$ cat config.mk
export PLATFORM = sky130hd
export DESIGN_NAME = sqrt_q15_poly
export DESIGN_NICKNAME = d
export VERILOG_FILES = /design/src/rtl/sqrt_q15_poly.sv
export SDC_FILE = /design/constraint.sdc
export NUM_CORES = 2
export LEC_CHECK = 0
export BUFFER_PORTS_ARGS = -buffer_cell sky130_fd_sc_hd__buf_4
export CORE_AREA = 2 2 488 344
export CTS_CLUSTER_SIZE = 12
export DETAILED_ROUTE_END_ITERATION = 10
export DIE_AREA = 0 0 490 346
export PLACE_DENSITY_LB_ADDON = 0.15
export SLEW_MARGIN = 20
export SYNTH_ARGS = -nofsm -noshare
export SYNTH_HDL_FRONTEND = slang
export SYNTH_SLANG_ARGS = --single-unit
$ cat constraint.sdc
create_clock -name clk -period 20.6 [get_ports clk]
set_input_delay 1.03 -clock clk [delete_from_list [all_inputs] [get_ports clk]]
set_output_delay 1.03 -clock clk [all_outputs]
set_load 0.02 [all_outputs]
$ cat src/rtl/sqrt_q15_poly.sv
module sqrt_q15_poly (
  input  logic        clk,
  input  logic        rst_n,
  input  logic        in_vld,
  input  logic [15:0] in_x,
  output logic        out_vld,
  output logic [15:0] out_y
);
  localparam int NSTEP = 4;
  localparam int LAT   = NSTEP + 3;
  localparam logic signed [31:0] COEF [0:NSTEP] = '{
    32'shFFF1203D, 32'sh004581E7, 32'shFE7645AF, 32'sh1278CF97, 32'sh6ED9E687};
  localparam logic signed [31:0] CENTER = 32'sh60000000;
  localparam logic signed [15:0] INV_RT2_HI = 16'sh5A82;

  function automatic logic signed [31:0] mul_hr(input logic signed [31:0] a,
                                                input logic signed [31:0] b);
    logic signed [47:0] p;
    p = $signed(a[31:16]) * b + 48'sd16384;
    return p[46:15];
  endfunction

  function automatic logic signed [31:0] add_sat(input logic signed [31:0] a,
                                                 input logic signed [31:0] b);
    logic signed [32:0] s;
    s = {a[31], a} + {b[31], b};
    if (s[32] != s[31]) return s[32] ? 32'sh80000000 : 32'sh7FFFFFFF;
    return s[31:0];
  endfunction

  function automatic logic [3:0] lead_zeros(input logic [14:0] v);
    logic [3:0] n;
    n = 4'd15;
    for (int i = 0; i < 15; i++) if (v[i]) n = 4'(14 - i);
    return n;
  endfunction

  logic [3:0]         sh_in;
  logic signed [31:0] xn;
  assign sh_in = lead_zeros(in_x[14:0]);
  assign xn    = $signed({in_x, 16'h0000} << sh_in);

  logic               v_p   [0:NSTEP];
  logic signed [31:0] t_p   [0:NSTEP];
  logic signed [31:0] acc_p [0:NSTEP];
  logic               odd_p [0:NSTEP];
  logic [2:0]         half_p[0:NSTEP];
  logic               zero_p[0:NSTEP];

  always_ff @(posedge clk) begin
    if (!rst_n) begin
      v_p[0] <= 1'b0;
    end else begin
      v_p[0] <= in_vld;
    end
    t_p[0]    <= (xn - CENTER) <<< 2;
    acc_p[0]  <= COEF[0];
    odd_p[0]  <= sh_in[0];
    half_p[0] <= sh_in[3:1];
    zero_p[0] <= (in_x[14:0] == 15'd0);
  end

  for (genvar k = 1; k <= NSTEP; k++) begin : g_horner
    always_ff @(posedge clk) begin
      if (!rst_n) v_p[k] <= 1'b0;
      else        v_p[k] <= v_p[k-1];
      acc_p[k]  <= add_sat(mul_hr(t_p[k-1], acc_p[k-1]), COEF[k]);
      t_p[k]    <= t_p[k-1];
      odd_p[k]  <= odd_p[k-1];
      half_p[k] <= half_p[k-1];
      zero_p[k] <= zero_p[k-1];
    end
  end

  logic               v_c, zero_c;
  logic signed [31:0] corr;
  logic [2:0]         half_c;
  logic signed [31:0] poly, scaled, shifted, rounded;
  assign poly   = acc_p[NSTEP];
  assign scaled = add_sat(mul_hr({INV_RT2_HI, 16'h0000}, poly), poly >>> 16);

  always_ff @(posedge clk) begin
    if (!rst_n) v_c <= 1'b0;
    else        v_c <= v_p[NSTEP];
    corr   <= odd_p[NSTEP] ? scaled : poly;
    half_c <= half_p[NSTEP];
    zero_c <= zero_p[NSTEP];
  end

  assign shifted = corr >>> half_c;
  assign rounded = add_sat(shifted, 32'sh00008000);

  always_ff @(posedge clk) begin
    if (!rst_n) begin
      out_vld <= 1'b0;
      out_y   <= 16'h0000;
    end else begin
      out_vld <= v_c;
      out_y   <= zero_c ? 16'h0000 : rounded[31:16];
    end
  end

  logic [2:0] warm;
  always_ff @(posedge clk) begin
    if (!rst_n)              warm <= 3'd0;
    else if (warm != 3'd7)   warm <= warm + 3'd1;
  end


  valid_latency_chk: assert property (@(posedge clk) disable iff (!rst_n)
    (warm == 3'd7) |-> (out_vld == $past(in_vld, LAT)));


  reset_idle_chk: assert property (@(posedge clk)
    $past(!rst_n) |-> !out_vld);


  zero_in_chk: assert property (@(posedge clk) disable iff (!rst_n)
    ((warm == 3'd7) && $past(in_vld && in_x == 16'h0000, LAT)) |-> (out_y == 16'h0000));


  non_negative_chk: assert property (@(posedge clk) disable iff (!rst_n)
    out_vld |-> !out_y[15]);


  full_scale_chk: assert property (@(posedge clk) disable iff (!rst_n)
    ((warm == 3'd7) && $past(in_vld && in_x == 16'h7FFF, LAT)) |-> (out_y == 16'h7FFF));
endmodule

==> results.toml <==
[clocking]
clock_latency_ns = 0.65
hold_buffers = 0
cts_tree = "yes"
cts_setup_buffers = 0
clk_pin_slew_ns = 0.06
cts_root_buf = "clkbuf_16"
cts_max_level = 1
cts_buffers = 31
cts_num_sinks = 253
cts_resized = 0
clockBufferDepth = 3

[critical_path]
crit_required_ns = 21.15
r2r_setup_slack_ns = 10.26
cp.arrival_ns = 10.90
r2r-start = "acc_p[0][140]$_DFF_P_"
cp_max_fo = 17
r2r_end = "corr[23]$_DFF_P_"
worst_setup_path_start_kind = "flop"
cpPeakStageDelay_ns = 0.75
critical_path_class = "reg -> reg"
crit_slowest_cell = "nor3_1"
cp-end-kind = "flop"
worstRegToRegCells = 31

[yosys]
netlist_area_sq_um = 73800
synth_edf_count = 0
syn-instance-count = 8346
ys_types = 102
async_reset_ff_share_pct = 0
ys_ff_latch = 253
yosysSeqAreaShare_pct = 6.86
synth_area_per_cell_sq_um = 8.84
synth_flop_cell = "dfxtp_1"
synth_top_area_share_pct = 39.4
syn_nets = 10600
synth_largest_area_cell = "fa_1"
ys_warn_count = 0
synthTopCellsByArea = "fa_1 39%, ha_1 14%, inv_1 9.7%"

[sta]
post-route-period-util_pct = 50.2
fin_ws_ns = 10.26
finalSetupTns_ns = 0
finalHoldViolations = 0
tightest_slew_ns = 1.09
slew_viol_final = 0
setup_viol = 0
min_period_ns = 10.34
fmax_mhz = 96.7
grt_setup_unrepaired = "false"
clock_skew_ns = 0.0335
max_slew_margin_pct = 27.1

[route]
wl_um = 185000
routed_via_density = 5.21
firstDrtPassIters = 5
drt_iter0_drc = 3485
drt-wirelength-per-cell_um = 17.9
antenna_left = 0
vias = 54000
drcViolationCount = 0

[floorplanning]
die_w_um = 490
start_util_pct = 44.7
die_area_sq_um = 170000
fp.dieH_um = 346
coreArea_sq_um = 165000
rows = 125
ios = 36

[layout]
finalNonFillerCells = 10400
syn2layout_area_growth_pct = 4.23
final_nets = 10400
fin_area_sq_um = 76900
drive_gt1_share_pct = 2.75

[worst_hold_path]
min_from = "zero_p[3]$_DFF_P_"
hold_path.class = "reg -> reg"
min_to = "zero_p[4]$_DFF_P_"
worstHoldPathCells = 0

[place]
hpwl_um = 148000
placed_cell_area_sq_um = 75900
place_ws_ns = 10.05
port_buffers = 34
place.gp.congestion = 0.876
dpl.cell_count = 10300

[global_routing]
grt_overflow = 0
antenna_found_initial = 2
track_usage_pct = 22.3
grt_pass1_wl_um = 306000
grt_pass1_vias = 55900
grt_max_degree = 43

[flow_run]
max-cap-violations = 0

[run_status]
status = "finished clean"
-- per-stage QoR --
step / utilization (%) / hold slack [ns]
floorplan: - / 0.310
global placement: 46.0 / 0.310
detailed placement: 46.0 / 0.312
CTS: 46.6 / 0.326
global route: 46.6 / 0.328
finish: 46.6 / 0.326
-- per-layer routing --
layer	global-route usage (%)	wire length, um
met1	34.6	92800
met2	33.4	78700
met3	3.15	11200
met4	3.20	2700
met5	0	7
-- logic make-up after synthesis --
family          synth area share [%]
buf+inv                         11.4
flops                           6.86
compound gates                  8.37
xor+xnor                        3.71
simple gates                    15.2
fa+ha+maj                       53.1
mux                             1.42
-- cell usage after synthesis, types with 13 or more instances --
| cell | n |
|---|---|
| and2_1 | 577 |
| xor2_1 | 111 |
| and3_1 | 35 |
| a31o_2 | 13 |
| a21oi_1 | 285 |
| nand3b_1 | 15 |
| or3_1 | 31 |
| inv_1 | 1907 |
| nand3_1 | 80 |
| o211ai_1 | 27 |
| dfxtp_1 | 253 |
| fa_1 | 1454 |
| nor4_1 | 15 |
| a21o_1 | 86 |
| o2bb2ai_1 | 13 |
| o21a_1 | 45 |
| nor2_1 | 211 |
| nand2b_1 | 55 |
| ha_1 | 803 |
| buf_2 | 15 |
| a31oi_1 | 32 |
| o21ai_0 | 166 |
| or2_2 | 15 |
| nand2_1 | 944 |
| o31ai_1 | 28 |
| a211oi_1 | 29 |
| xnor2_1 | 202 |
| clkbuf_1 | 298 |
| nand4_1 | 48 |
| o21ai_1 | 28 |
| nor2b_1 | 102 |
| nor3_1 | 64 |
| mux2i_1 | 79 |
| o21bai_1 | 32 |
-- area by class of cell --
class / instances / area (sq um)
repair buffers: 73 / 548
flip-flops and latches: 253 / 5080
inverters: 1908 / 7160
fillers: 16100 / 88100
clock inverters: 15 / 178
multi-input cells: 5865 / 60400
diodes: 1 / 2.50
clock buffers: 36 / 815
well taps: 2222 / 2780
-- placed cells by master, fill, tap and decap left out, types with 86 or more instances in the layout --
cell,instances
inv_1,1907
fa_1,1454
nand2_1,944
ha_1,803
and2_1,577
a21oi_1,283
dfxtp_1,240
nor2_1,210
xnor2_1,202
o21ai_0,166
xor2_1,110
nor2b_1,101
a21o_1,86
-- worst max-delay path, delay by kind of cell, from the launching register on --
| kind | cells | cell delay (ns) |
|---|---|---|
| buffers and inverters | 3 | 0.36 |
| AOI/OAI and AO/OA | 12 | 3.20 |
| xor gates and xnor gates | 2 | 0.79 |
| adders and majority gates | 8 | 3.24 |
| and+or+nand+nor | 6 | 2.10 |
| DFF | 1 | 0.56 |
-- flip-flops by register name, indices dropped and copies added (netlist names) --
name and flops:
zero_c 1, odd_p 5, v_c 1, v_p 5, t_p 56, acc_p 128
out_vld 1, zero_p 5, half_c 3, half_p 15, out_y 16, corr 17
-- how the worst max path moves through the flow --
stage / startpoint / depth (start not counted) / to
after CTS: acc_p[0][140]$_DFF_P_ / 31 / corr[26]$_DFF_P_
after floorplan: acc_p[0][139]$_DFF_P_ / 32 / corr[29]$_DFF_P_
final: acc_p[0][140]$_DFF_P_ / 31 / corr[23]$_DFF_P_
after global placement: acc_p[0][136]$_DFF_P_ / 32 / corr[26]$_DFF_P_
after detailed placement: acc_p[0][140]$_DFF_P_ / 31 / corr[26]$_DFF_P_
after global routing: acc_p[0][139]$_DFF_P_ / 31 / corr[23]$_DFF_P_
Power is left out: the tool's default activity adds up to more than one toggle a clock period on the data nets, which glitch-free logic cannot reach.
